File: src/rtl/piso_pkg.sv
package piso_pkg;
    typedef enum logic [1:0] {
        ST_GATED = 2'd0,
        ST_OPEN  = 2'd1,
        ST_LOAD  = 2'd2
    } gate_st_e;

    localparam int unsigned PIN_CLK = 0;
    localparam int unsigned PIN_INH = 1;
    localparam int unsigned PIN_LDN = 2;
    localparam int unsigned PIN_CNT = 3;
endpackage

File: src/rtl/piso_sync.sv
module piso_sync #(
    parameter int unsigned       WIDTH   = 3,
    parameter int unsigned       DEPTH   = 2,
    parameter logic [WIDTH-1:0]  RST_VAL = '1
) (
    input  logic             clk,
    input  logic             rst,
    input  logic [WIDTH-1:0] d_i,
    output logic [WIDTH-1:0] q_o
);
    logic [WIDTH-1:0] chain [DEPTH];

    generate
        for (genvar s = 0; s < DEPTH; s++) begin : g_flop
            if (s == 0) begin : g_first
                always_ff @(posedge clk) begin
                    if (rst) chain[s] <= RST_VAL;
                    else     chain[s] <= d_i;
                end
            end else begin : g_rest
                always_ff @(posedge clk) begin
                    if (rst) chain[s] <= RST_VAL;
                    else     chain[s] <= chain[s-1];
                end
            end
        end
    endgenerate

    assign q_o = chain[DEPTH-1];
endmodule

File: src/rtl/piso_gate_fsm.sv
module piso_gate_fsm
    import piso_pkg::*;
(
    input  logic     clk,
    input  logic     rst,
    input  logic     clk_s_i,
    input  logic     inh_s_i,
    input  logic     ld_n_s_i,
    output logic     load_o,
    output logic     shift_o,
    output gate_st_e state_o
);
    gate_st_e st, st_nxt;
    logic     lvl_hi;
    logic     ld_lo;

    assign lvl_hi = clk_s_i | inh_s_i;
    assign ld_lo  = ~ld_n_s_i;

    always_ff @(posedge clk) begin
        if (rst) st <= ST_GATED;
        else     st <= st_nxt;
    end

    always_comb begin
        st_nxt = st;
        unique case (st)
            ST_LOAD: begin
                if (ld_lo)       st_nxt = ST_LOAD;
                else if (lvl_hi) st_nxt = ST_GATED;
                else             st_nxt = ST_OPEN;
            end
            ST_GATED: begin
                if (ld_lo)        st_nxt = ST_LOAD;
                else if (!lvl_hi) st_nxt = ST_OPEN;
                else              st_nxt = ST_GATED;
            end
            ST_OPEN: begin
                if (ld_lo)       st_nxt = ST_LOAD;
                else if (lvl_hi) st_nxt = ST_GATED;
                else             st_nxt = ST_OPEN;
            end
            default: st_nxt = ST_GATED;
        endcase
    end

    always_comb begin
        load_o  = ld_lo;
        shift_o = 1'b0;
        unique case (st)
            ST_OPEN:  shift_o = lvl_hi & ~ld_lo;
            ST_GATED: shift_o = 1'b0;
            ST_LOAD:  shift_o = 1'b0;
            default:  shift_o = 1'b0;
        endcase
    end

    assign state_o = st;
endmodule

File: src/rtl/piso_stage_chain.sv
module piso_stage_chain #(
    parameter int unsigned STAGES = 8
) (
    input  logic              clk,
    input  logic              rst,
    input  logic              load_i,
    input  logic              shift_i,
    input  logic [STAGES-1:0] par_i,
    input  logic              ser_i,
    output logic [STAGES-1:0] stg_o
);
    logic [STAGES-1:0] stg;

    generate
        for (genvar k = 0; k < STAGES; k++) begin : g_stage
            logic from_prev;
            if (k == 0) begin : g_head
                assign from_prev = ser_i;
            end else begin : g_body
                assign from_prev = stg[k-1];
            end
            always_ff @(posedge clk) begin
                if (rst)          stg[k] <= 1'b0;
                else if (load_i)  stg[k] <= par_i[k];
                else if (shift_i) stg[k] <= from_prev;
            end
        end
    endgenerate

    assign stg_o = stg;
endmodule

File: src/rtl/piso_gated_shifter.sv
module piso_gated_shifter
    import piso_pkg::*;
#(
    parameter int unsigned STAGES     = 8,
    parameter int unsigned SYNC_DEPTH = 2
) (
    input  logic              sys_clk,
    input  logic              sys_rst,
    input  logic              ld_n_i,
    input  logic [STAGES-1:0] par_i,
    input  logic              ser_i,
    input  logic              ext_clk_i,
    input  logic              inh_i,
    output logic              q_o,
    output logic              q_n_o
);
    localparam int unsigned LAST = STAGES - 1;

    logic [PIN_CNT-1:0] pins_raw, pins_s;
    logic               load_en, shift_pls;
    gate_st_e           gate_st;
    logic [STAGES-1:0]  stg;

    always_comb begin
        pins_raw          = '0;
        pins_raw[PIN_CLK] = ext_clk_i;
        pins_raw[PIN_INH] = inh_i;
        pins_raw[PIN_LDN] = ld_n_i;
    end

    piso_sync #(
        .WIDTH  (PIN_CNT),
        .DEPTH  (SYNC_DEPTH),
        .RST_VAL({PIN_CNT{1'b1}})
    ) u_sync (
        .clk(sys_clk),
        .rst(sys_rst),
        .d_i(pins_raw),
        .q_o(pins_s)
    );

    piso_gate_fsm u_fsm (
        .clk     (sys_clk),
        .rst     (sys_rst),
        .clk_s_i (pins_s[PIN_CLK]),
        .inh_s_i (pins_s[PIN_INH]),
        .ld_n_s_i(pins_s[PIN_LDN]),
        .load_o  (load_en),
        .shift_o (shift_pls),
        .state_o (gate_st)
    );

    piso_stage_chain #(.STAGES(STAGES)) u_chain (
        .clk    (sys_clk),
        .rst    (sys_rst),
        .load_i (load_en),
        .shift_i(shift_pls),
        .par_i  (par_i),
        .ser_i  (ser_i),
        .stg_o  (stg)
    );

    assign q_o   = stg[LAST];
    assign q_n_o = ~stg[LAST];
endmodule

File: config.mk
export PLATFORM = sky130hd
export DESIGN_NAME = piso_gated_shifter
export DESIGN_NICKNAME = d
export VERILOG_FILES = /design/src/rtl/piso_pkg.sv /design/src/rtl/piso_sync.sv /design/src/rtl/piso_gate_fsm.sv /design/src/rtl/piso_stage_chain.sv /design/src/rtl/piso_gated_shifter.sv
export SDC_FILE = /design/constraint.sdc
export NUM_CORES = 1
export LEC_CHECK = 0
export BUFFER_PORTS_ARGS = -buffer_cell sky130_fd_sc_hd__buf_2
export CORE_AREA = 2 2 39 41
export DETAILED_ROUTE_END_ITERATION = 16
export DIE_AREA = 0 0 41 43
export GPL_ROUTABILITY_DRIVEN = 0
export PLACE_DENSITY = 0.76
export SLEW_MARGIN = 20
export SYNTH_ARGS = -nofsm -noshare
export SYNTH_HDL_FRONTEND = slang
export SYNTH_SLANG_ARGS = --single-unit
File: constraint.sdc
create_clock -name sys_clk -period 2.1 [get_ports sys_clk]
set_input_delay 0.21 -clock sys_clk [delete_from_list [all_inputs] [get_ports sys_clk]]
set_output_delay 0.21 -clock sys_clk [all_outputs]
set_load 0.005 [all_outputs]
**After elaboration in Yosys (flattened, before gate mapping)**

Memories as Yosys holds them, arrays and structs flattened.
Index checks and enable logic that the tools add are counted.

- Flip-flop bits (word level): 10
- RAM bits: 6
- Output and inout port bits: 2
- Word-level logic and storage cells: 49
- Memories kept: 1

- Equality and inequality tests: 3
- Muxes and demuxes: 24
- Bitwise logic cells: 7
- Reduce and logical (&&, ||, !) cells: 4

Memories:

| memory | words | width | rd ports | clocked after memory_dff | write ports | RTL line | text |
|---|---|---|---|---|---|---|---|
| u_sync.chain | 2 | 3 | 2 | 0 | 2 | piso_sync.sv:11 | `logic [WIDTH-1:0] chain [DEPTH];` |

Operators by type and width:

| operator | number |
|---|---|
| 2-to-1 mux 1 bit | 21 |
| 2-to-1 mux 3 bit | 2 |
| OR reduction 3 bit | 2 |
| inverter 1 bit | 3 |
| bitwise OR 1 bit | 3 |
| == test 2 x 1 -> 1 bit, second input constant | 1 |
| == test 2 bit, second input constant | 1 |
| zero test 2 bit | 1 |
| 2-to-1 mux 2 bit | 1 |
| != test 2 x 1 -> 1 bit, second input constant | 1 |
| OR reduction 2 bit | 1 |
| bitwise AND 1 bit | 1 |

**Longest topological paths before layout**

An unclocked memory read counts as a cell.

- Depth after elaboration: 6
- Mapped depth: 4

**Modules after synthesis**

A second synthesis with hierarchy kept.

- Cells, all modules: 64
- Area, all modules: 660.6 sq um

By module, submodules not included:

| module | instances | cells each | area an instance (sq um) | seq. area each (sq um) |
|---|---|---|---|---|
| piso_stage_chain | 1 | 42 | 421.7 | 160.2 |
| piso_sync | 1 | 12 | 157.7 | 120.1 |
| piso_gate_fsm | 1 | 9 | 77.6 | 40.0 |
| piso_gated_shifter | 1 | 1 | 3.8 | 0.0 |

**Least setup slack after synthesis**

Ideal clock, no wire load.

- Path type: reg2reg
- Start point: mem u_sync.chain[1][1]
- End point: reg u_chain.stg[0] (netlist: u_chain.g_stage[1].from_prev)
- Library setup time: 0.132 ns
- Data arrival time: 0.857 ns
- Required time: 1.968 ns
- Slack: 1.112 ns
- Stages on the path, launching flop included: 5
- Clock period less this slack: 0.988 ns
- Cells stage by stage: dfxtp_1 -> or2_2 -> buf_6 -> nand3_1 -> a311oi_1

RTL lines:

| element | RTL line | text |
|---|---|---|
| start, declared | piso_sync.sv:11 |  |
| end signal, assigned by index | piso_stage_chain.sv:24 | `else if (load_i) stg[k] <= par_i[k];` |
| end signal, assigned by index | piso_stage_chain.sv:25 | `else if (shift_i) stg[k] <= from_prev;` |
| end, declared | piso_stage_chain.sv:12 | `logic [STAGES-1:0] stg;` |

**Worst setup path after layout**

- Start point: reg u_fsm.st[0] (netlist: u_fsm.state_o[0])
- End point: reg u_chain.stg[6] (netlist: u_chain.g_stage[7].from_prev)

- Word-level cells in the longest chain between the ends: 3

Ends and longest elaborated chain:

| element | RTL line | text |
|---|---|---|
| start, declared | piso_gate_fsm.sv:13 | `gate_st_e st, st_nxt;` |
| start signal, assigned | piso_gate_fsm.sv:22 | `else st <= st_nxt;` |
| == test 2 x 1 -> 1 bit | piso_gate_fsm.sv:50 | `unique case (st)` |
| 2-to-1 mux 1 bit | piso_gate_fsm.sv:50 |  |
| != test 2 x 1 -> 1 bit (no line) | n/a |  |

No other way between the ends.
A chain may end at the register's enable or synchronous reset.

==> reports/qor.txt <==
RUN STATUS
--------------------------------------------------------------------------------------------------
Result of the run                                                                     complete, no violations

GRT
--------------------------------------------------------------------------------------------------
Largest net degree at the start of global routing                                               19
Wire length of the first global-routing pass                                               1.77 mm
Number of antenna violations at the first check in global routing                                0
GRT Resource Usage Total                                                                     0.153
Vias in the first global route                                                                 452
Gr ovfl total                                                                                    0

WORST SETUP PATH
--------------------------------------------------------------------------------------------------
Signal arrival time at the worst endpoint                                                  1380 ps
Crit path cell chain                                                                  nor2b_2 -> nand3_1 -> a311oi_1
Required arrival time at the worst endpoint                                                2290 ps
Crit-path slowest cell                                                                sky130_fd_sc_hd__dfxtp_1
Biggest cell delay along the critical path                                                  350 ps
Type of the worst setup path                                                            reg -> reg
Critical path launch point type                                                           register
Largest fanout on the critical path                                                              8
Endpoint kind of the worst setup timing path                                              register

CELLS AND AREA
--------------------------------------------------------------------------------------------------
Cell area after layout                                                                    718 um^2
Fraction of final layout cells with drive strength greater than 1                            0.346
Number of nets in the final layout                                                              96
Synthesis-to-finish area growth                                                              16.0%
Antenna diodes                                                                                   0

CLOCK NETWORK
--------------------------------------------------------------------------------------------------
Buffers inserted during post-CTS setup optimization                                              0
Number of hold-repair buffers added at the cts stage                                             0
Clock buffer depth                                                                               2
TritonCTS clock tree                                                                           yes
Buffer cell driving the clock tree root                                               sky130_fd_sc_hd__clkbuf_4
Number of sinks handled by clock tree synthesis                                                 16
TritonCTS buffer count                                                                           3
Insertion delay of the later-clocked pin in the worst-skew pair                             280 ps
CTS H-Tree Depth                                                                                 1
Clock transition time at the flip-flop clock pins of the worst setup and hold paths         100 ps
Post-cts gate resize count                                                                       0

YOSYS
--------------------------------------------------------------------------------------------------
Flops & latches, synth                                                                          16
Number of distinct library cells after synthesis                                                17
Cell area after technology mapping                                                        619 um^2
Syn Inst Count                                                                                  67
Synth warnings                                                                                   0
Synthesized netlist net count                                                                   81
Seq/Total Area, Yosys                                                                        0.517
Average size of a mapped cell                                                            9.24 um^2

DRT
--------------------------------------------------------------------------------------------------
Total number of vias                                                                           526
Detail-routed net length per standard cell                                                 11.5 um
Number of violations reported at the end of detailed-routing iteration 0                        12
Routed vias/inst                                                                              5.42
Total Routed Length                                                                        1.11 mm
Post-DRT Antenna Nets                                                                            0
Drc violations                                                                                   0
Router iterations before antenna repair                                                          4

FLOORPLAN
--------------------------------------------------------------------------------------------------
Die footprint                                                                            1760 um^2
Initial Utilization                                                                          0.448
Die outline width                                                                            41 um
I/O pin total                                                                                   16
Core Region                                                                              1380 um^2
Number of standard-cell rows in the floorplan                                                   14
Chip height                                                                                  43 um

POWER AND IR DROP
--------------------------------------------------------------------------------------------------
Static leakage                                                                            0.270 nW
Power density cells                                                                    779 nW/um^2
Peak supply drop                                                                          0.333 mV

STA
--------------------------------------------------------------------------------------------------
Relative slew margins                                                                        0.638
Number of setup violations in the final report                                                   0
Fin. Hold Viols                                                                                  0
Pins Over Slew Limit                                                                             0
Total Negative Setup Slacks                                                                   0 ps
Final clock period utilization by the worst path                                             0.565
Final worst path period need                                                               1190 ps
Final clock skew                                                                           10.2 ps
Top achievable clock speed                                                                 842 MHz
Setup repair after global routing missed its margin                                             no
Slew at the pin closest to its max-slew limit                                               542 ps

WORST HOLD PATH
--------------------------------------------------------------------------------------------------
Worst Hold Class                                                                         in -> reg

JOB
--------------------------------------------------------------------------------------------------
Number of max-capacitance violations reported                                                    0

PLACE
--------------------------------------------------------------------------------------------------
Cell area after placement                                                                 682 um^2
Quantity of I/O buffers inserted on ports                                                       15
Total half-perimeter wirelength after legalization and detailed placement                   760 um

-- routing by layer --
layer / wire length [um] / vias up / GRT usage / share of wire
met4: 24 / 0 / 0.120 / 0.022
li1: - / 266 / - / -
met3: 50 / 2 / 0.0471 / 0.045
met2: 499 / 10 / 0.203 / 0.45
met5: 0 / - / 0 / 0
met1: 539 / 248 / 0.193 / 0.48
-- sequential cells by signal, summed over array words and instances, names as in the netlist --
name                       cells
u_chain.stg_o                  1
u_chain.g_stage.from_prev      7
u_sync.chain                   6
u_fsm.state_o                  2
-- layout by cell type, fill, tap and decap left out, drive strengths merged --
cell,count
dfxtp,16
nand2b,1
buf,15
or2,7
nand3,8
o21ai,8
a21oi,1
a311oi,8
nor2,9
inv,1
clkbuf,4
nor2b,2
and3,1
-- cell usage after synthesis (all sizes together) --
library cell	n	share of area
nor2b	2	0.024
o21ai	8	0.065
buf	4	0.046
and3	1	0.010
inv	1	0.0061
a311oi	8	0.11
dfxtp	16	0.52
a21oi	1	0.0081
nand3	8	0.065
clkbuf	1	0.0061
or2	7	0.071
nand2b	1	0.010
nor2	9	0.059
-- cell type report --
type | count | area (um^2)
inverters | 1 | 3.75
flip-flops and latches | 16 | 320
repair buffers | 15 | 75.1
well taps | 16 | 20.0
multi-input cells | 45 | 263
clock buffers | 4 | 36.3
fillers | 132 | 666
-- worst max-delay path, delay by kind of cell (launching register included) --
family	cells	cell delay (ps)
AND/OR/NAND/NOR	2	470
AO/OA/AOI/OAI	1	290
flip-flops	1	350
-- final timing paths --
path / start / end / slack [ps] / depth (start not counted)
min: ld_n_i / u_sync.chain[0][2] / 110 / 2
max: u_fsm.state_o[0] / u_chain.g_stage[7].from_prev / 910 / 3
max reg2reg: u_fsm.state_o[0] / u_chain.g_stage[7].from_prev / 910 / 3
min reg2reg: u_sync.chain[0][2] / u_sync.chain[1][2] / 420 / 1
-- power breakdown --
part	switching, mW	total [mW]	leakage [nW]	internal [mW]
Clock	0.0922	0.198	0.0210	0.105
Sequential	0.00907	0.327	0.132	0.317
Combinational	0.0149	0.0355	0.118	0.0206
-- per-stage QoR --
step / instances / power (mW) / setup slack [ps] / hold slack [ps] / util
after global routing: 97 / 0.580 / 792 / 90.8 / 0.519
final: 97 / 0.560 / 913 / 112 / 0.519
after CTS: 97 / 0.565 / 924 / 100 / 0.519
after floorplan: 67 / 0.352 / 1110 / 314 / -
after detailed placement: 93 / 0.369 / 947 / 395 / 0.493
after global placement: 93 / 0.368 / 990 / 390 / 0.493
-- cells by family (layout without fill, tap and decap cells) --
logic type	count (synthesis)	count (layout)	synth area share
flip-flops	16	16	0.517
buffers and inverters	6	20	0.0586
AND/OR/NAND/NOR	28	28	0.238
AO/OA/AOI/OAI	17	17	0.186
(Power assumes the default switching activity.)
